`src/rtl/shift_window_string.sv`:
```
module shift_window_string #(
  parameter int unsigned CHAIN_LEN     = 300,
  parameter int unsigned INV_PER_STAGE = 0
) (
  input  logic       clk,
  input  logic       rst_n,
  input  logic       ser_in,
  output logic [3:0] win_q,
  output logic       win_clk
);
  localparam int unsigned WIN_W   = 4;
  localparam int unsigned PHASE_W = $clog2(WIN_W);
  localparam logic [PHASE_W-1:0] PH_LOAD = PHASE_W'(WIN_W - 1);
  localparam logic [PHASE_W-1:0] PH_HI_A = PHASE_W'(WIN_W/2 - 1);
  localparam logic [PHASE_W-1:0] PH_HI_B = PHASE_W'(WIN_W/2);

  if (CHAIN_LEN < WIN_W) begin : g_len_bad
    $fatal(1, "CHAIN_LEN must be at least the window width");
  end
  if (INV_PER_STAGE != 0 && INV_PER_STAGE != 8 && INV_PER_STAGE != 20) begin : g_inv_bad
    $fatal(1, "INV_PER_STAGE must be 0, 8 or 20");
  end

  logic [1:0] rst_meta;
  logic       rst_sync_n;

  always_ff @(posedge clk or negedge rst_n) begin
    if (!rst_n) rst_meta <= 2'b00;
    else        rst_meta <= {rst_meta[0], 1'b1};
  end
  assign rst_sync_n = rst_meta[1];

  logic [CHAIN_LEN-1:0] chain_q;
  logic [CHAIN_LEN-1:0] chain_d;

  for (genvar s = 0; s < CHAIN_LEN; s++) begin : g_stage
    logic prev;
    logic inv_out;
    if (s == 0) begin : g_head
      assign prev = ser_in;
    end else begin : g_link
      assign prev = chain_q[s-1];
    end
    always_comb begin
      inv_out = prev;
      for (int k = 0; k < int'(INV_PER_STAGE); k++) inv_out = ~inv_out;
    end
    assign chain_d[s] = inv_out;
  end

  always_ff @(posedge clk or negedge rst_sync_n) begin
    if (!rst_sync_n) chain_q <= '0;
    else             chain_q <= chain_d;
  end

  logic [WIN_W-1:0] tail;
  for (genvar i = 0; i < WIN_W; i++) begin : g_tail
    assign tail[i] = chain_q[CHAIN_LEN-1-i];
  end

  logic [PHASE_W-1:0] phase_q;

  always_ff @(posedge clk or negedge rst_sync_n) begin
    if (!rst_sync_n) begin
      phase_q <= '0;
      win_clk <= 1'b0;
      win_q   <= '0;
    end else begin
      phase_q <= phase_q + 1'b1;
      win_clk <= (phase_q == PH_HI_A) || (phase_q == PH_HI_B);
      if (phase_q == PH_LOAD) win_q <= tail;
    end
  end
endmodule


```
`config.mk`:
```
export PLATFORM = sky130hd
export DESIGN_NAME = shift_window_string
export DESIGN_NICKNAME = d
export VERILOG_FILES = /design/src/rtl/shift_window_string.sv
export SDC_FILE = /design/constraint.sdc
export NUM_CORES = 1
export LEC_CHECK = 0
export ABC_AREA = 0
export BUFFER_PORTS_ARGS = -buffer_cell sky130_fd_sc_hd__buf_2
export CAP_MARGIN = 40
export CORE_MARGIN = 3
export CORE_UTILIZATION = 45
export CTS_CLUSTER_DIAMETER = 40
export DETAILED_ROUTE_END_ITERATION = 6
export HOLD_SLACK_MARGIN = 0.1
export PLACE_DENSITY = 0.61
export SETUP_SLACK_MARGIN = 0.05
export SYNTH_ARGS = -nofsm -noshare
export SYNTH_HDL_FRONTEND = slang
export SYNTH_SLANG_ARGS = --single-unit
```
`constraint.sdc`:
```
create_clock -name clk -period 10.2 [get_ports clk]
set_clock_uncertainty 0.05 [all_clocks]
set_input_delay 0.51 -clock clk [delete_from_list [all_inputs] [get_ports clk]]
set_output_delay 0.51 -clock clk [all_outputs]
set_load 0.01 [all_outputs]
```
; Word level (Yosys, flattened, before mapping)
; Index checks and enable logic that the tools add are counted.
[word_totals]
ff_bits = 309
latch_bits = 0
ramBits = 0
mem_bits_ro = 0
input_bits = 3
output_inout_bits = 5
word_cells = 10
n_memories = 0
[op_classes]
addsub = 1
mul = 0
n_div = 0
order_cmp = 0
n_eq_ne = 3
n_shift = 0
mux = 0
n_bitwise = 0
reduce_logical = 1
[op_table]
columns = op, count
row1 = $eq A2 B2 Y1 const B, 2
row2 = $add A2 B1 Y2 const B, 1
row3 = $eq A2 B1 Y1 const B, 1
row4 = $logic_or A1 B1 Y1, 1

; Logic depth before layout (Yosys ltp)
[logic_depth]
word_depth = 2
ltp_mapped = 2
ltp_nobuf = 2

; Worst setup path before layout
; OpenSTA, ideal clock, no wires.
[synth_path]
path_type = reg-to-reg
from = reg phase_q[1]
to = reg win_q[0]
arrival_ns = 0.940
required_time_ns = 10.025
slack_ns = 9.085
stages_incl_launch_ff = 3
n_path_buf = 0
cell_sequence = dfrtp_1 > ha_1 > mux2_2
[synth_between]
elab_chain_len = 1
[synth_lines]
columns = item, line_no
row1 = from (decl), 61  ; logic [PHASE_W-1:0] phase_q;
row2 = from (signal assigned), 69  ; phase_q <= phase_q + 1'b1;
row3 = $eq A2 B2 Y1, 71  ; if (phase_q == PH_LOAD) win_q <= tail;
row4 = to (signal assigned), 71
row5 = to (decl), 8  ; output logic [3:0] win_q,
; No other way between the ends.
; A chain may end at the register's enable or synchronous reset.

==> results by group <==
Outcome
  • Run status: finished, final reports clean

STA
  • Fmax: 400 MHz
  • Final cycle utilization of the critical path: 24.5%
  • Transition at the pin with the smallest max-transition slack: ~880 ps
  • Max-slew violations: 0
  • Final count of negative-setup-slack endpoints: 0
  • Fin Setup TNS: 0 ps
  • Max-slew headroom at the worst pin: 41.5%
  • Total count of hold-check failures in the final report: 0
  • RSZ-0062 raised after global routing: no
  • Final period demand of the worst path: about 2500 ps
  • Final worst setup slack: just under 8000 ps

Pwr
  • Power Dens Cells: 251 nW/um2
  • Worst vdd ir: about 200 uV
  • Sequential fraction of design power: 54.1%
  • Combinational share of power: 0.9%
  • Leakage dissipation: 4.75 nW
  • Fraction of power spent switching nets: between 10% and 20%
  • Reported net switching power: 0.446 mW
  • Clock power frac: 45.0%
  • Internal portion of total power: 1.84 mW

CTS
  • Clock latency at the later pin of the worst-skew pair: 530 ps
  • Buffer depth of the longest clock path: 3
  • Number of resized instances in the post-cts repair step: 0
  • H-tree depth: 1
  • Clock transition at the registers of the reported paths: 60 ps
  • Clock tree sinks: 308
  • Root buffer selected by CTS: clkbuf_16
  • CTS tree: built
  • CTS Buf Count: 29
  • Post-CTS Repair Setup Buffers: 0

Placement
  • Count of buffers from port buffering: 7
  • Placement-stage worst setup slack: 7560 ps
  • Final weighted congestion of routability-driven global placement: between 0.6 and 0.7
  • Sum of net half-perimeters after detailed placement: 3630 um

Synthesis
  • Warnings, synthesis: 0
  • Net Count, Synth: between 300 and 400
  • Proportion of synthesized chip area in sequential cells: between 90 and 100%
  • Synthesis-stage register bit count: 308
  • Netlist area before placement: 7770 um2
  • Cells after Synth: 315
  • Distinct cell type count of the synthesized netlist: 5
  • Average cell area after synthesis: 24.7 um2

Setup path
  • Crit-path max cell delay: 910 ps
  • Category of the critical setup timing path: flop to asynchronous set/reset pin
  • CP Launch Type: flop
  • Chain of cells forming the critical path: buf_4, buf_4, buf_12
  • CP most frequent cell: buf_4
  • Signal arrival time at the worst endpoint: 3160 ps
  • Depth of the worst register-to-register path: 3
  • Standard cell with the maximum stage delay on the critical path: dfrtp_4
  • Type of element capturing the critical path: asynchronous set/reset pin
  • RR Startpoint: rst_meta[1]
  • Crit path required time: 10850 ps
  • CP max FO: 77
  • R2R Setup Slk: 7700 ps
  • Critical R2R Capture: chain_q[149]

Route
  • Residual DRC count: 0
  • Wire length on met2: approximately 3700 um
  • Final wirelength: between 8000 and 9000 um
  • Post-route antenna net violation count: 0
  • Met1 wire length: 4430 um
  • First-iteration detailed-routing DRC count: about 180
  • Via density per instance: 4.23
  • Met3 WL: 375 um
  • DR pass1 iterations: 3
  • Top layer used by detailed routing: met4
  • Vias after detailed routing: approximately 2500
  • WL per Instance: 14.7 um

Floorplanning
  • FP Rows: between 40 and 50
  • Y dimension of the die: about 140 um
  • Starting Density: 46.4%
  • I/O pin cnt: 8
  • Area of the core region: 16800 um2
  • Total die area: approximately 19000 um2
  • Horizontal die dimension: 137 um

GRT
  • Maximum number of pins on one net before global-route repair: 78
  • Vias in the first global route: 2897
  • Wire length of the first global-routing pass: 15700 um
  • Total global-route track usage: 10.6%
  • Number of antenna violations at the first check in global routing: 0
  • GR Overflow Total: 0

Cells and area
  • Count of filler cells inserted in the layout: 1239
  • Utilization after layout: 54.4%
  • Antenna diode count: 0
  • Number of nets in the layout: 364
  • Proportion of layout cells with a drive suffix above 1: 16.1%
  • Area Growth Syn to Fin: 17.2%

Hold path
  • Worst min path class: primary input to asynchronous set/reset pin

Flow run
  • Max-cap check violation count: 0
## how the worst max path moves through the flow
stage,start,endpoint,slack [ps],cells after the start
floorplan,rst_meta[1],chain_q[0],930,0
global placement,rst_meta[1],chain_q[256],7490,2
detailed placement,rst_meta[1],chain_q[259],7560,3
CTS,rst_meta[1],chain_q[262],7540,3
global route,rst_meta[1],chain_q[262],7280,3
finish,rst_meta[1],chain_q[149],7700,3
## state kept, by name, indices dropped and copies added, names as in the netlist
| name | flops |
|---|---|
| rst_meta | 2 |
| phase_q | 2 |
| chain_q | 300 |
| win_q | 4 |
## power by group through the flow
| stage | combinational, mW | sequential [mW] | clock (mW) |
|---|---|---|---|
| after detailed placement | 0.0217 | 1.26 | 0 |
| final | 0.0208 | 1.24 | 1.03 |
| after floorplan | 0.0000319 | 1.27 | 0 |
| after global routing | 0.0250 | 1.24 | 1.12 |
| after CTS | 0.0224 | 1.24 | 1.06 |
| after global placement | 0.0181 | 1.26 | 0 |
## cells in the mapped netlist, drive strengths merged
| library cell | n | area share, % |
|---|---|---|
| conb | 1 | 0.048 |
| inv | 1 | 0.048 |
| mux2 | 4 | 0.58 |
| dfrtp | 308 | 99 |
| ha | 1 | 0.16 |
## cells in the final DEF, fill, tap and decap left out
cell and instances:
dlygate4sd3_1 2, dfrtp_4 1, buf_16 1, buf_4 3, clkinv_4 1, clkbuf_16 29, dfrtp_1 307, clkinvlp_4 2
ha_1 1, inv_6 2, clkinv_2 3, buf_2 7, mux2_2 4, clkbuf_8 5, conb_1 1, buf_12 1
bufinv_16 2, inv_1 1, clkbuf_1 6
## worst max-delay path, delay by kind of cell, from the launching register on
| family | cells | cell delay [ps] |
|---|---|---|
| buffers and inverters | 3 | 1660 |
| DFF | 1 | 910 |
## layer usage
metal	vias to the layer above	GRT usage [%]
met5	-	0
met1	1408	16.9
met2	35	14.3
met3	26	2.99
li1	1062	-
met4	0	3.55
## cells by family (layout without fill, tap and decap cells)
kind of cell	after synthesis	after routing	share of synthesized area (%)
flops	308	308	99.2
mux	4	4	0.579
fa+ha+maj	1	1	0.161
other cells	1	1	0.0482
buf+inv	1	65	0.0482
## area by class of cell
class	instances	area (um2)	share of cell area, %
Sequential cell	308	7710	84.6
Inverter	1	3.75	0.0412
Clock inverter	10	116	1.28
Clock buffer	40	817	8.97
Multi-Input combinational cell	6	61.3	0.673
Tap cell	220	275	3.02
Timing Repair Buffer	14	125	1.37
## what timing repair did
item                       in CTS  in global routing
setup endpoints to repair       0                  0
hold endpoints to repair        3                  0
hold buffers                    2                  0
## per-stage QoR
step	cell area, um2	hold slack (ps)	power, mW	std cells
6_report	9110	256	2.29	599
5_1_grt	9110	250	2.38	599
4_1_cts	9110	234	2.32	599
3_5_place_dp	8160	247	1.28	547
3_3_place_gp	8110	247	1.28	545
2_1_floorplan	7770	164	1.27	315
Note: power is estimated with default switching activity, not from simulation.
